--- src/rtl/tap_nav.sv ---
module tap_nav #(
  parameter int DIV_W     = 8,
  parameter int CNT_W     = 16,
  parameter int MAX_STEPS = 9
) (
  input  logic             clk,
  input  logic             rst_n,
  input  logic             cmd_start,
  input  logic [1:0]       cmd_op,
  input  logic [3:0]       cmd_state,
  input  logic [CNT_W-1:0] cmd_hold,
  input  logic [DIV_W-1:0] tck_half,
  output logic             tck,
  output logic             tms,
  output logic             tdi,
  output logic             busy,
  output logic             done,
  output logic             err,
  output logic [3:0]       cur_state,
  output logic             state_known
);

  localparam int SYNC_HIGH = 5;
  localparam int LIM  = (MAX_STEPS > SYNC_HIGH + 1) ? MAX_STEPS : SYNC_HIGH + 1;
  localparam int SC_W = $clog2(LIM + 1);

  localparam logic [3:0] TS_RESET   = 4'd0;
  localparam logic [3:0] TS_IDLE    = 4'd1;
  localparam logic [3:0] TS_DRSHIFT = 4'd4;
  localparam logic [3:0] TS_DRPAUSE = 4'd6;
  localparam logic [3:0] TS_IRSHIFT = 4'd11;
  localparam logic [3:0] TS_IRPAUSE = 4'd13;

  localparam logic [15:0] PATH_MASK [16] = '{
    16'h0001, 16'hFFFD, 16'hFE01, 16'hFFE7, 16'hFFEF, 16'hFF0F, 16'hFFBF, 16'hFFFF,
    16'hFEFD, 16'h0001, 16'hF3FF, 16'hF7FF, 16'h87FF, 16'hDFFF, 16'hFFFF, 16'h7FFD
  };

  typedef enum logic [2:0] {P_IDLE, P_SYNC, P_NAV, P_HOLD, P_REL} phase_t;

  function automatic logic [3:0] tap_next(input logic [3:0] s, input logic m);
    case (s)
      4'd0:    tap_next = m ? 4'd0  : 4'd1;
      4'd1:    tap_next = m ? 4'd2  : 4'd1;
      4'd2:    tap_next = m ? 4'd9  : 4'd3;
      4'd3:    tap_next = m ? 4'd5  : 4'd4;
      4'd4:    tap_next = m ? 4'd5  : 4'd4;
      4'd5:    tap_next = m ? 4'd8  : 4'd6;
      4'd6:    tap_next = m ? 4'd7  : 4'd6;
      4'd7:    tap_next = m ? 4'd8  : 4'd4;
      4'd8:    tap_next = m ? 4'd2  : 4'd1;
      4'd9:    tap_next = m ? 4'd0  : 4'd10;
      4'd10:   tap_next = m ? 4'd12 : 4'd11;
      4'd11:   tap_next = m ? 4'd12 : 4'd11;
      4'd12:   tap_next = m ? 4'd15 : 4'd13;
      4'd13:   tap_next = m ? 4'd14 : 4'd13;
      4'd14:   tap_next = m ? 4'd15 : 4'd11;
      default: tap_next = m ? 4'd2  : 4'd1;
    endcase
  endfunction

  phase_t           phase;
  logic [3:0]       tgt;
  logic             is_wait;
  logic [CNT_W-1:0] hold_left;
  logic [SC_W-1:0]  cnt;
  logic [DIV_W-1:0] hc;
  logic             stepping;

  logic go, go_tms, to_nav, to_hold, fin, fail;

  wire at_tgt   = (cur_state == tgt);
  wire tms_path = PATH_MASK[cur_state][tgt];
  wire dwell    = (tgt == TS_RESET) || (tgt == TS_IDLE) || (tgt == TS_DRSHIFT) ||
                  (tgt == TS_DRPAUSE) || (tgt == TS_IRSHIFT) || (tgt == TS_IRPAUSE);

  assign busy = (phase != P_IDLE);
  assign tdi  = 1'b0;

  always_comb begin
    go = 1'b0; go_tms = 1'b0; to_nav = 1'b0; to_hold = 1'b0; fin = 1'b0; fail = 1'b0;
    case (phase)
      P_SYNC:
        if (cnt <= SC_W'(SYNC_HIGH)) begin
          go = 1'b1;
          go_tms = (cnt < SC_W'(SYNC_HIGH));
        end else to_nav = 1'b1;
      P_NAV:
        if (at_tgt && cnt == '0 && !is_wait && dwell) begin
          go = 1'b1;
          go_tms = (tgt == TS_RESET);
        end else if (at_tgt) begin
          if (is_wait) to_hold = 1'b1;
          else fin = 1'b1;
        end else if (cnt == SC_W'(MAX_STEPS)) begin
          fin = 1'b1;
          fail = 1'b1;
        end else begin
          go = 1'b1;
          go_tms = tms_path;
        end
      P_HOLD:
        if (hold_left != '0) begin
          go = 1'b1;
          go_tms = (tgt == TS_RESET);
        end else fin = 1'b1;
      P_REL:
        if (cnt < SC_W'(SYNC_HIGH)) begin
          go = 1'b1;
          go_tms = 1'b1;
        end else fin = 1'b1;
      default: ;
    endcase
  end

  always_ff @(posedge clk) begin
    if (!rst_n) begin
      phase       <= P_IDLE;
      tgt         <= TS_RESET;
      is_wait     <= 1'b0;
      hold_left   <= '0;
      cnt         <= '0;
      hc          <= '0;
      stepping    <= 1'b0;
      tck         <= 1'b0;
      tms         <= 1'b0;
      done        <= 1'b0;
      err         <= 1'b0;
      cur_state   <= TS_RESET;
      state_known <= 1'b0;
    end else begin
      done <= 1'b0;
      if (phase == P_IDLE) begin
        if (cmd_start) begin
          tgt       <= cmd_state;
          hold_left <= cmd_hold;
          is_wait   <= (cmd_op == 2'd1);
          err       <= 1'b0;
          cnt       <= '0;
          if (cmd_op == 2'd2)    phase <= P_REL;
          else if (!state_known) phase <= P_SYNC;
          else                   phase <= P_NAV;
        end
      end else if (stepping) begin
        if (hc == tck_half) begin
          hc <= '0;
          if (!tck) begin
            tck <= 1'b1;
            if (phase == P_SYNC) cur_state <= tms ? TS_RESET : TS_IDLE;
            else                 cur_state <= tap_next(cur_state, tms);
          end else begin
            tck      <= 1'b0;
            stepping <= 1'b0;
            cnt      <= cnt + 1'b1;
          end
        end else hc <= hc + 1'b1;
      end else begin
        if (go) begin
          stepping <= 1'b1;
          hc       <= '0;
          tms      <= go_tms;
          if (phase == P_HOLD) hold_left <= hold_left - 1'b1;
        end
        if (to_nav) begin
          state_known <= 1'b1;
          cnt         <= '0;
          phase       <= P_NAV;
        end
        if (to_hold) phase <= P_HOLD;
        if (fin) begin
          phase <= P_IDLE;
          done  <= 1'b1;
          err   <= fail;
          if (phase == P_REL) state_known <= 1'b0;
        end
      end
    end
  end

endmodule

--- config.mk ---
export PLATFORM = sky130hd
export DESIGN_NAME = tap_nav
export DESIGN_NICKNAME = d
export VERILOG_FILES = /design/src/rtl/tap_nav.sv
export SDC_FILE = /design/constraint.sdc
export NUM_CORES = 1
export LEC_CHECK = 0
export BUFFER_PORTS_ARGS = -buffer_cell sky130_fd_sc_hd__buf_2
export CORE_MARGIN = 2
export CORE_UTILIZATION = 50
export CTS_CLUSTER_SIZE = 16
export DETAILED_ROUTE_END_ITERATION = 12
export PLACE_DENSITY_LB_ADDON = 0.2
export SYNTH_ARGS = -nofsm -noshare
export SYNTH_HDL_FRONTEND = slang
export SYNTH_SLANG_ARGS = --single-unit
--- constraint.sdc ---
create_clock -name clk -period 6.25 [get_ports clk]
set_clock_uncertainty 0.15 [all_clocks]
set_input_delay 1.875 -clock clk [delete_from_list [all_inputs] [get_ports clk]]
set_output_delay 1.875 -clock clk [all_outputs]
set_load 0.1 [all_outputs]
==> run summary <==
Antenna violations before repair = 0
CP required = 4.22 ns
H-tree Lvls = 2
Clk slew on worst S/H paths = 0.09 ns
Post-synth top area share = 0.259
CTS tree = done
Placement Setup Slack = 2.34 ns
Die Span X = 88.4 um
Largest net degree at the start of global routing = 57
DRC viols = 0
Hold/Removal Path Class = reg -> reg
Hold WS = 0.337 ns
RSZ-0062 raised after global routing = no
Routed Antenna Nets = 0
GRT Util Overall = 0.231
Syn Nets = 533
Post-synthesis mux area share = 0.0239
Total CTS buffers = 5
PnR Total Power = 1420 uW
Root buffer cell = clkbuf_8
Worst-Skew Late Latency = 0.31 ns
EDFF count, synth = 0
Adder-cell share of the synthesized area = 0.0457
CP arrival = 1.82 ns
Setup violators final = 0
Synth area leaders = dfxtp_1, nand2_1, a21oi_1
Die H = 88.4 um
Crit path capture type = primary output
Core area = 0.00683 mm^2
Critical path type = reg -> out
Port-buffer cells = 42
Critical Path, Cell by Cell = nor3_4, inv_1, buf_2
Routability Congestion = 0.852
Yosys warns = 0
CP Max Fanout = 14
Final period utilization = 0.615
Maximum clock path buffer count = 2
Main combinational cell family by area after synthesis = compound AO/OA/AOI/OAI gates
DIE AREA = 0.00781 mm^2
Sequential share of the synthesized area = 0.259
Slowest CP cell = dfxtp_1
Post-CTS Setup Inserts = 0
Tmin final = 3.84 ns
Ports = 44
Initial Util = 0.521
Vias in the first global route = 3050
Slew headroom = 0.318
Max-slew violation count = 0
Post-Synth Simple-Gate Area = 0.280
# resized after CTS = 0
Complex-gate fraction of the synthesized area = 0.289
Iter 0 DRT Violations = 287
Hold_buf cts = 0
FF+latch count, synth = 46
Post-synth top flop = dfxtp_1
Share of cells above drive strength 1 = 0.137
Status = finished, final reports clean
Initial DRT Pass Iterations = 5
Count of different cell masters after synthesis = 73
Setup crit start kind = flip-flop
Mean Syn Cell Area = 7.31 um^2
# diodes = 0
Drt total wl = 8760 um
Gr ovfl total = 0
HPWL after DPL = 6220 um
Via count = 3512
Maximum achievable frequency = 0.260 GHz
Power per cell area = 370 mW/mm^2
VDD IR-drop max = 193 uV
PnR worst setup slack = 2.41 ns
Clock sink count = 46
Total of max-cap violations = 0
Mapped cell area = 0.00356 mm^2
Wire per inst = 14.6 um
Gate Count Post-Synth = 487
Vias/cell = 5.85
CP max stage delay = 0.58 ns
Final Hold Fails = 0
Actual slew at the worst max-slew pin = 1.02 ns
Area growth syn-to-layout = 7.74%
Final nets = 549
Leak pwr = 0.00141 uW
Async S/R FF share, synth = 0
Yosys top cell by area = dfxtp_1
# rows = 30
Xor/xnor share of the synthesized area = 0.0345
First-pass GRT wire length = 14500 um
TNS Setup = 0 ns
## through the flow
stage	instance area [um^2]	instances	util
finish	3830	600	0.561
detailed placement	3730	592	0.546
global route	3830	600	0.561
global placement	3730	592	0.546
floorplan	3560	487	-
CTS	3830	600	0.561
## cell usage in the layout, fill, tap and decap left out, drive strengths merged, types with 2 or more instances in the layout
cell type / instances
a221o: 2
nand3: 10
nor3b: 5
ha: 13
o41ai: 5
o22ai: 6
o31ai: 9
o21ai: 38
o21bai: 2
mux2i: 7
o221ai: 2
a31oi: 2
nor4b: 2
dfxtp: 46
a221oi: 3
xnor2: 14
a211oi: 3
and3: 2
nor2: 47
nor2b: 7
o21a: 4
clkbuf: 7
a21oi: 54
nand2b: 7
or4: 3
buf: 44
a21o: 5
nand2: 74
o211ai: 3
o311a: 2
inv: 14
o31a: 3
nor4: 5
and2: 3
nand3b: 4
nor3: 17
nand4: 6
o32ai: 2
or3: 2
## logic make-up after synthesis
family / count (synthesis)
mux: 8
xor+xnor: 14
compound gates: 156
simple gates: 199
fa+ha+maj: 13
flops: 46
buf+inv: 50
other cells: 1
## layer usage
| metal | routed length [um] | part of all wire | track usage | vias to the layer above |
|---|---|---|---|---|
| li1 | - | - | - | 1786 |
| met1 | 4430 | 0.51 | 0.347 | 1617 |
| met2 | 3820 | 0.44 | 0.352 | 105 |
| met3 | 475 | 0.054 | 0.0326 | 4 |
| met4 | 46 | 0.0052 | 0.0551 | 0 |
| met5 | 0 | 0 | 0 | - |
## report_power, final
| part | switching (uW) | total, uW | internal [uW] |
|---|---|---|---|
| clock | 106 | 225 | 120 |
| combinational | 497 | 751 | 255 |
| sequential | 95.8 | 443 | 347 |
## layout make-up
cell class | instances | area (um^2)
Fill cell | 700 | 3000
Multi-Input combinational cell | 391 | 2400
Sequential cell | 46 | 921
Timing Repair Buffer | 44 | 225
Tap cell | 96 | 120
Clock buffer | 7 | 76.3
Inverter | 15 | 56.3
Clock inverter | 1 | 30.0
## path summary, 6_finish.rpt
path | from | to | slack (ns) | depth (start not counted)
setup / recovery | phase[1] | busy | 2.41 | 3
hold / removal | hold_left[10] | hold_left[10] | 0.34 | 2
setup reg to reg | cur_state[2] | hc[5] | 3.60 | 6
hold reg to reg | hold_left[10] | hold_left[10] | 0.34 | 2
## registers in the layout, summed over array words and instances, names as in the netlist
register     flops
hold_left       16
hc               8
cnt              4
cur_state        4
tgt              4
phase            3
done             1
err              1
is_wait          1
state_known      1
stepping         1
tck              1
tms              1
## critical path: cells and delay by family (launching register included)
family / cells / cell delay (ns)
simple gates: 1 / 0.06
buf+inv: 2 / 0.87
flops: 1 / 0.58
## synthesized netlist by cell type, drive strengths merged (4+ instances only)
master / count
a21o: 5
a21oi: 54
buf: 20
clkbuf: 15
dfxtp: 46
ha: 13
inv: 14
mux2i: 7
nand2: 74
nand2b: 7
nand3: 10
nand3b: 4
nand4: 6
nor2: 47
nor2b: 7
nor3: 17
nor3b: 5
nor4: 5
o21a: 4
o21ai: 38
o22ai: 6
o31ai: 9
o41ai: 5
xnor2: 14
(Power assumes the default switching activity.)
